### src/rtl/smul_pkg.sv
package smul_pkg;
  typedef enum logic [0:0] {
    ST_IDLE = 1'b0,
    ST_RUN  = 1'b1
  } smul_state_e;
endpackage

### src/rtl/smul_ctrl.sv
module smul_ctrl
  import smul_pkg::*;
#(
  parameter int W = 32
) (
  input  logic clk,
  input  logic rst_n,
  input  logic start,
  output logic load,
  output logic step,
  output logic busy,
  output logic done
);
  localparam int CW = (W > 1) ? $clog2(W) : 1;

  smul_state_e       state;
  logic [CW-1:0]     count;
  logic              last;

  assign busy = (state == ST_RUN);
  assign load = start && (state == ST_IDLE);
  assign step = busy;
  assign last = (count == CW'(W - 1));

  always_ff @(posedge clk or negedge rst_n) begin
    if (!rst_n) begin
      state <= ST_IDLE;
      count <= '0;
      done  <= 1'b0;
    end else begin
      done <= 1'b0;
      if (load) begin
        state <= ST_RUN;
        count <= '0;
      end else if (state == ST_RUN) begin
        count <= count + CW'(1);
        if (last) begin
          state <= ST_IDLE;
          done  <= 1'b1;
        end
      end
    end
  end

  // single-cycle completion pulse
  assert_done_pulse_R4: assert property (@(posedge clk) disable iff (!rst_n)
    done |=> !done);
  // busy and done never overlap
  assert_busy_done_excl_R5: assert property (@(posedge clk) disable iff (!rst_n)
    !(busy && done));
  // the end of a run always raises done
  assert_fall_gives_done_R3: assert property (@(posedge clk) disable iff (!rst_n)
    $fell(busy) |-> done);
  // start while running neither restarts nor stops the run
  assert_start_ignored_R7: assert property (@(posedge clk) disable iff (!rst_n)
    (busy && start && !last) |=> (busy && count == $past(count) + CW'(1)));
endmodule

### src/rtl/smul_mcand_reg.sv
module smul_mcand_reg #(
  parameter int W = 32
) (
  input  logic           clk,
  input  logic           rst_n,
  input  logic           load,
  input  logic           step,
  input  logic [W-1:0]   a_in,
  output logic [2*W-1:0] mcand
);
  localparam int PW = 2 * W;

  always_ff @(posedge clk or negedge rst_n) begin
    if (!rst_n) begin
      mcand <= '0;
    end else if (load) begin
      mcand <= {{(PW - W){1'b0}}, a_in};
    end else if (step) begin
      mcand <= {mcand[PW-2:0], 1'b0};
    end
  end

  // a freshly loaded multiplicand has an empty upper half
  assert_mcand_zext_R10: assert property (@(posedge clk) disable iff (!rst_n)
    load |=> (mcand[PW-1:W] == '0));
endmodule

### src/rtl/smul_mplier_reg.sv
module smul_mplier_reg #(
  parameter int W = 32
) (
  input  logic         clk,
  input  logic         rst_n,
  input  logic         load,
  input  logic         step,
  input  logic [W-1:0] b_in,
  output logic         lsb
);
  logic [W-1:0] mplier;

  always_ff @(posedge clk or negedge rst_n) begin
    if (!rst_n) begin
      mplier <= '0;
    end else if (load) begin
      mplier <= b_in;
    end else if (step) begin
      mplier <= {1'b0, mplier[W-1:1]};
    end
  end

  assign lsb = mplier[0];

  // while stepping, the multiplier only moves right and never reloads from b_in
  assert_mplier_shift_R10: assert property (@(posedge clk) disable iff (!rst_n)
    (step && !load) |=> (mplier[W-1] == 1'b0));
endmodule

### src/rtl/smul_prod_acc.sv
module smul_prod_acc #(
  parameter int W = 32
) (
  input  logic           clk,
  input  logic           rst_n,
  input  logic           load,
  input  logic           step,
  input  logic           lsb,
  input  logic [2*W-1:0] mcand,
  output logic [2*W-1:0] prod
);
  localparam int PW = 2 * W;

  logic [PW-1:0] sum;
  logic          wr_en;

  // adder always adds; carry beyond PW bits is dropped
  assign sum   = prod + mcand;
  assign wr_en = step && lsb;

  always_ff @(posedge clk or negedge rst_n) begin
    if (!rst_n) begin
      prod <= '0;
    end else if (load) begin
      prod <= '0;
    end else if (wr_en) begin
      prod <= sum;
    end
  end

  // no write on a step whose multiplier bit is zero
  assert_no_write_on_zero_R8: assert property (@(posedge clk) disable iff (!rst_n)
    (step && !lsb && !load) |=> $stable(prod));
  // idle product holds
  assert_idle_hold_R6: assert property (@(posedge clk) disable iff (!rst_n)
    (!step && !load) |=> $stable(prod));
  // acceptance clears the product
  assert_clear_on_load_R2: assert property (@(posedge clk) disable iff (!rst_n)
    load |=> (prod == '0));
endmodule

### src/rtl/seq_shift_mult.sv
module seq_shift_mult #(
  parameter int W = 32
) (
  input  logic           clk,
  input  logic           rst_n,
  input  logic           start,
  input  logic [W-1:0]   op_a,
  input  logic [W-1:0]   op_b,
  output logic           busy,
  output logic           done,
  output logic [2*W-1:0] product
);
  localparam int PW = 2 * W;

  logic          load;
  logic          step;
  logic          lsb;
  logic [PW-1:0] mcand;

  smul_ctrl #(.W(W)) u_ctrl (
    .clk   (clk),
    .rst_n (rst_n),
    .start (start),
    .load  (load),
    .step  (step),
    .busy  (busy),
    .done  (done)
  );

  smul_mcand_reg #(.W(W)) u_mcand (
    .clk   (clk),
    .rst_n (rst_n),
    .load  (load),
    .step  (step),
    .a_in  (op_a),
    .mcand (mcand)
  );

  smul_mplier_reg #(.W(W)) u_mplier (
    .clk   (clk),
    .rst_n (rst_n),
    .load  (load),
    .step  (step),
    .b_in  (op_b),
    .lsb   (lsb)
  );

  smul_prod_acc #(.W(W)) u_acc (
    .clk   (clk),
    .rst_n (rst_n),
    .load  (load),
    .step  (step),
    .lsb   (lsb),
    .mcand (mcand),
    .prod  (product)
  );

  // an idle start is accepted and raises busy on the next edge
  assert_accept_R2: assert property (@(posedge clk) disable iff (!rst_n)
    (start && !busy) |=> busy);
endmodule

### config.mk
export PLATFORM = sky130hd
export DESIGN_NAME = seq_shift_mult
export DESIGN_NICKNAME = d
export VERILOG_FILES = /design/src/rtl/smul_pkg.sv /design/src/rtl/smul_ctrl.sv /design/src/rtl/smul_mcand_reg.sv /design/src/rtl/smul_mplier_reg.sv /design/src/rtl/smul_prod_acc.sv /design/src/rtl/seq_shift_mult.sv
export SDC_FILE = /design/constraint.sdc
export NUM_CORES = 1
export LEC_CHECK = 0
export BUFFER_PORTS_ARGS = -buffer_cell sky130_fd_sc_hd__buf_2
export CORE_MARGIN = 2
export CORE_UTILIZATION = 55
export DETAILED_ROUTE_END_ITERATION = 8
export GPL_TIMING_DRIVEN = 0
export PLACE_DENSITY = 0.77
export RECOVER_POWER = 50
export SYNTH_ARGS = -nofsm -noshare
export SYNTH_HDL_FRONTEND = slang
export SYNTH_HIERARCHICAL = 1
export SYNTH_SLANG_ARGS = --single-unit
### constraint.sdc
create_clock -name clk -period 4.4 [get_ports clk]
set_input_delay 0.44 -clock clk [delete_from_list [all_inputs] [get_ports clk]]
set_output_delay 0.44 -clock clk [all_outputs]
set_load 0.01 [all_outputs]
Yosys cells after proc, flatten, opt, wreduce, memory -nomap -nowiden
Cells that the tools add are included.
W data, S select, Z words.
{"block": "word_totals", "wordCells": 28, "in_bits": 67, "reg_bits": 167}
{"block": "classes", "n_reduce_logical": 4, "n_mux": 14, "add_sub_neg": 2, "eq_ne": 1, "bitwise": 1}
{"operator": "$mux W64", "count": 4}
{"operator": "$add A64 B64 Y64", "count": 1}
{"operator": "$mux W32", "count": 2}
{"operator": "$mux W5", "count": 2}
{"operator": "$mux W1", "count": 6}
{"operator": "$add A5 B1 Y5 const B", "count": 1}
{"operator": "$eq A5 B5 Y1 const B", "count": 1}
{"operator": "$reduce_bool A2 Y1", "count": 2}
{"operator": "$logic_and A1 B1 Y1", "count": 2}
{"operator": "$not A1 Y1", "count": 1}

Depth between registers and ports, before layout
{"block": "depth", "ltp_word": 4, "mapped_depth": 14, "mapped_depth_nobuf": 14}

Cells and area by module
The synthesis kept the hierarchy.
{"mod": "smul_prod_acc", "cells_each": 809, "n_inst": 1, "area_each_um2": 6174.7}
{"mod": "smul_mcand_reg", "cells_each": 241, "n_inst": 1, "area_each_um2": 2802.7}
{"mod": "smul_mplier_reg", "cells_each": 139, "n_inst": 1, "area_each_um2": 1515.2}
{"mod": "smul_ctrl", "cells_each": 23, "n_inst": 1, "area_each_um2": 310.3}

Worst setup path after synthesis
OpenSTA, ideal clock, no wires.
{"block": "synth_timing", "kind": "register to register", "start": "register u_acc.prod[4]", "end": "register u_acc.prod[49]", "setup_ns": 0.122, "path_stages_with_launch": 13, "arrival_ns": 3.195, "slack_ns": 1.084, "path_cell_list": "dfrtp_1 > ha_1 > a21o_1 > a31o_1 > o21a_1 > a31o_1 > a221oi_4 > o22ai_1 > a211o_1 > a221oi_4 > nor4_1 > or3_1 > a32o_1"}
{"block": "synth_between", "elab_chain_len": 3}
{"item": "from (decl)", "line": "smul_prod_acc.sv:10", "text": "output logic [2*W-1:0] prod"}
{"item": "from (signal assigned)", "line": "smul_prod_acc.sv:27", "text": "prod <= sum;"}
{"item": "$add A64 B64 Y64", "line": "smul_prod_acc.sv:18", "text": "assign sum = prod + mcand;"}
{"item": "$mux W64", "line": "smul_prod_acc.sv:26", "text": "end else if (wr_en) begin"}
{"item": "$mux W64", "line": "smul_prod_acc.sv:24", "text": "end else if (load) begin"}
Every way passes these cells. The select of a mux whose other input is x is not followed.
A chain may end at the register's enable or synchronous reset.

Worst setup path in the final report
{"block": "layout_timing", "start": "register u_acc.prod[26]", "end": "register u_acc.prod[62]"}
The elaborated chain is that of the path after synthesis.

==> tab_implementation.tex <==
\begin{tabular}{lr}
\hline
Metric & Value \\
\hline
\multicolumn{2}{l}{\textbf{Status}} \\
\quad Status & finished, violations left \\
\quad Violations in the final reports & max-capacitance violations, max-slew violations \\
\multicolumn{2}{l}{\textbf{Critical path}} \\
\quad Arrival time reported for the critical path endpoint & 4200 ps \\
\quad Maximum fanout encountered on the critical timing path & 7 \\
\quad Data required time of the worst path & 4730 ps \\
\quad Startpoint class of the critical path & flip-flop \\
\quad Sort of element at the end of the critical path & flip-flop \\
\quad Type of the worst setup path & reg2reg \\
\multicolumn{2}{l}{\textbf{GRT}} \\
\quad Total routing resource utilization after global routing & 27.1\% \\
\quad Largest net degree at the start of global routing & 121 \\
\quad Number of global-route vias before repair & 8,884 \\
\quad First-pass GRT wire length & 44.5 mm \\
\quad Final global-route overflow total & 0 \\
\quad Antenna violations before repair & 0 \\
\multicolumn{2}{l}{\textbf{Final layout}} \\
\quad Commonest non-fill, non-tap cell in the layout & nand2\_1 \\
\quad Antenna diodes & 0 \\
\quad Filler cells & 1,732 \\
\quad Fraction of final layout cells with drive strength greater than 1 & 9.72\% \\
\quad Final instance area & 12,300 µm² \\
\quad Most used cells in the layout excluding fill and tap cells & nand2\_1, dfrtp\_1, a21oi\_1 \\
\quad Post-synthesis to final-layout area growth & 14.2\% \\
\quad Nets & 1,498 \\
\quad Fin util & 63.6\% \\
\multicolumn{2}{l}{\textbf{Logic synthesis}} \\
\quad Synthesized netlist cell count & 1,212 \\
\quad Number of warnings issued by yosys & 6 \\
\quad Yosys cell types & 68 \\
\quad Post-synth ARST share & 100\% \\
\quad Synth Net Count & 1,345 \\
\quad Average footprint of a synthesized cell & 8.91 µm² \\
\quad Top FF cell, synth & dfrtp\_1 \\
\quad EDFF count, synth & 0 \\
\quad Post-synthesis instance area & 10,800 µm² \\
\quad Number of synthesized register bits & 167 \\
\quad Sequential-to-total area share from yosys stat & 38.7\% \\
\multicolumn{2}{l}{\textbf{STA}} \\
\quad Total negative slack & 0 ps \\
\quad Final period util & 88.1\% \\
\quad Measured slew at the worst slew-check pin & 2680 ps \\
\quad Total setup violations reported at the end of the flow & 0 \\
\quad Worst Slack Setup Final & 525 ps \\
\quad Final hold violation count & 0 \\
\quad Final worst clock skew & 14.3 ps \\
\quad Peak Freq & 0.258 GHz \\
\quad Worst slew slack as a fraction of its limit & -78.7\% \\
\quad Unrepaired setup endpoints after global routing & no \\
\quad Final number of max-transition violations & 48 \\
\quad Min Tclk post-route & 3870 ps \\
\multicolumn{2}{l}{\textbf{Place}} \\
\quad Half-perimeter wire length after detailed placement & 20.1 mm \\
\quad Port buffer count & 132 \\
\quad Final weighted congestion in routability-driven placement & 0.967 \\
\quad Setup slack after placement & 658 ps \\
\quad Dpl cell area & 11,800 µm² \\
\multicolumn{2}{l}{\textbf{Drt}} \\
\quad Post-route antenna net violation count & 0 \\
\quad DRC marker count from the first detailed-route iteration & 806 \\
\quad DR WL/cell & 16.7 µm \\
\quad Drt via density & 5.75 \\
\quad Remaining design rule violation count & 0 \\
\quad Vias after detailed routing & 9,445 \\
\quad First-pass DRT Iterations & 5 \\
\quad Total wire length & 27.4 mm \\
\multicolumn{2}{l}{\textbf{Job}} \\
\quad Max-capacitance violation count & 1 \\
\multicolumn{2}{l}{\textbf{Clock network}} \\
\quad Number of setup buffers added after CTS & 0 \\
\quad Clock transition time at the flip-flop clock pins of the worst setup and hold paths & 70 ps \\
\quad Total CTS buffers & 17 \\
\quad Clk sink count & 167 \\
\quad Maximum root-to-sink buffer count & 2 \\
\quad Clock Latency Late Sink & 450 ps \\
\quad Clock root buffer & clkbuf\_16 \\
\quad Post\_cts resized & 0 \\
\quad Maximum level of the CTS H-tree & 4 \\
\quad Hold buffer count at CTS & 1 \\
\quad CTS tree & yes \\
\multicolumn{2}{l}{\textbf{Pwr}} \\
\quad Maximum VDD drop & 0.332 mV \\
\quad Power density of the placed cells & 729 nW/µm² \\
\quad Leakage power figure & 6.35 nW \\
\quad PnR Total Power & 8.99 mW \\
\multicolumn{2}{l}{\textbf{Die}} \\
\quad Die extent in y & 144 µm \\
\quad Floorplan die width & 144 µm \\
\quad Die Area & 20,800 µm² \\
\quad Core box area & 19,400 µm² \\
\quad Ports placed on the boundary & 133 \\
\quad Initial Util & 55.7\% \\
\quad Row count & 51 \\
\multicolumn{2}{l}{\textbf{Min path}} \\
\quad Class of the most critical hold timing path & in2reg \\
\hline
\end{tabular}
[sequential cells by signal (all words and copies together) (netlist names)]
name / flops
u_acc/prod: 64
u_ctrl/busy: 1
u_ctrl/done: 1
u_mcand/mcand: 64
u_mplier/mplier: 32
u_ctrl/count: 5
[path summary, 6_finish.rpt]
| check | startpoint | end | slack [ps] | depth (start not counted) |
|---|---|---|---|---|
| worst max-delay path | u_acc/prod[26] | u_acc/prod[62] | 530 | 13 |
| worst min-delay path | op_b[13] | u_mplier/mplier[13] | 200 | 3 |
| worst max register to register | u_acc/prod[26] | u_acc/prod[62] | 530 | 13 |
| worst min register to register | u_ctrl/count[4] | u_ctrl/count[4] | 530 | 1 |
| max in group asynchronous | rst_n | u_acc/prod[50] | 1490 | 2 |
| min in group asynchronous | rst_n | u_acc/prod[22] | 1390 | 2 |
[final cells by class]
type	count	area (µm²)	area share [%]
multi-input combinational	943	6070	49.2
buffer	81	473	3.84
timing repair buffer	134	616	4.99
clock inverter	14	149	1.21
inverter	21	78.8	0.639
sequential	167	4180	33.9
clock buffer	18	439	3.56
tap	265	332	2.69
[report_power, final]
group | internal, mW | total [mW] | switching (mW) | leakage (nW)
Combinational | 1.91 | 4.81 | 2.90 | 3.89
Sequential | 2.15 | 2.68 | 0.535 | 2.17
Clock | 0.776 | 1.50 | 0.725 | 0.288
Total | 4.83 | 8.99 | 4.16 | 6.35
[through the flow]
| step | hold WS [ps] | std cells |
|---|---|---|
| 6_report | 202 | 1643 |
| 5_1_grt | 202 | 1643 |
| 4_1_cts | 196 | 1643 |
| 3_5_place_dp | 361 | 1610 |
| 3_3_place_gp | 486 | 1609 |
| 2_1_floorplan | 144 | 1212 |
[per-layer routing]
layer / track usage, % / vias to the layer above / share of wire [%]
met2: 41.9 / 322 / 44
met1: 37.3 / 4473 / 46
met3: 6.03 / 52 / 6.9
met4: 10.4 / 0 / 2.6
li1: - / 4598 / -
met5: 0 / - / 0
[cells in the mapped netlist (12+ instances only)]
master,count,area (µm²)
o21ai_0,39,195
o21bai_1,17,128
mux2i_1,94,941
o21ai_1,62,310
a31oi_1,13,81.3
nand3_1,17,85.1
ha_1,65,813
nand4_1,17,106
nand2_1,206,773
clkbuf_1,53,199
nor2_1,69,259
buf_2,12,60.1
dfrtp_1,167,4180
xor2_1,21,184
a21oi_1,127,636
xnor2_1,36,315
inv_1,21,78.8
a21o_1,34,255
[worst max-delay path, cell delays in order, from the launching register on]
cell	delay, ps
dfrtp_1	430
ha_1	290
clkbuf_1	260
and2_1	320
nand3_1	140
nor4b_1	420
o211ai_1	300
a21boi_1	280
o21a_1	230
a21o_1	230
a31oi_1	190
o31ai_1	350
xor2_1	110
a22o_1	210
[cell families after synthesis]
group                    Yosys count  share of synthesized area [%]
flip-flops                       167                           38.7
buffers and inverters            102                           5.11
XOR/XNOR                          57                           4.62
AO/OA/AOI/OAI                    357                           20.2
multiplexers                      95                           8.85
adder cells (fa/ha/maj)           66                           7.71
AND/OR/NAND/NOR                  368                           14.8
(Power assumes the default switching activity.)
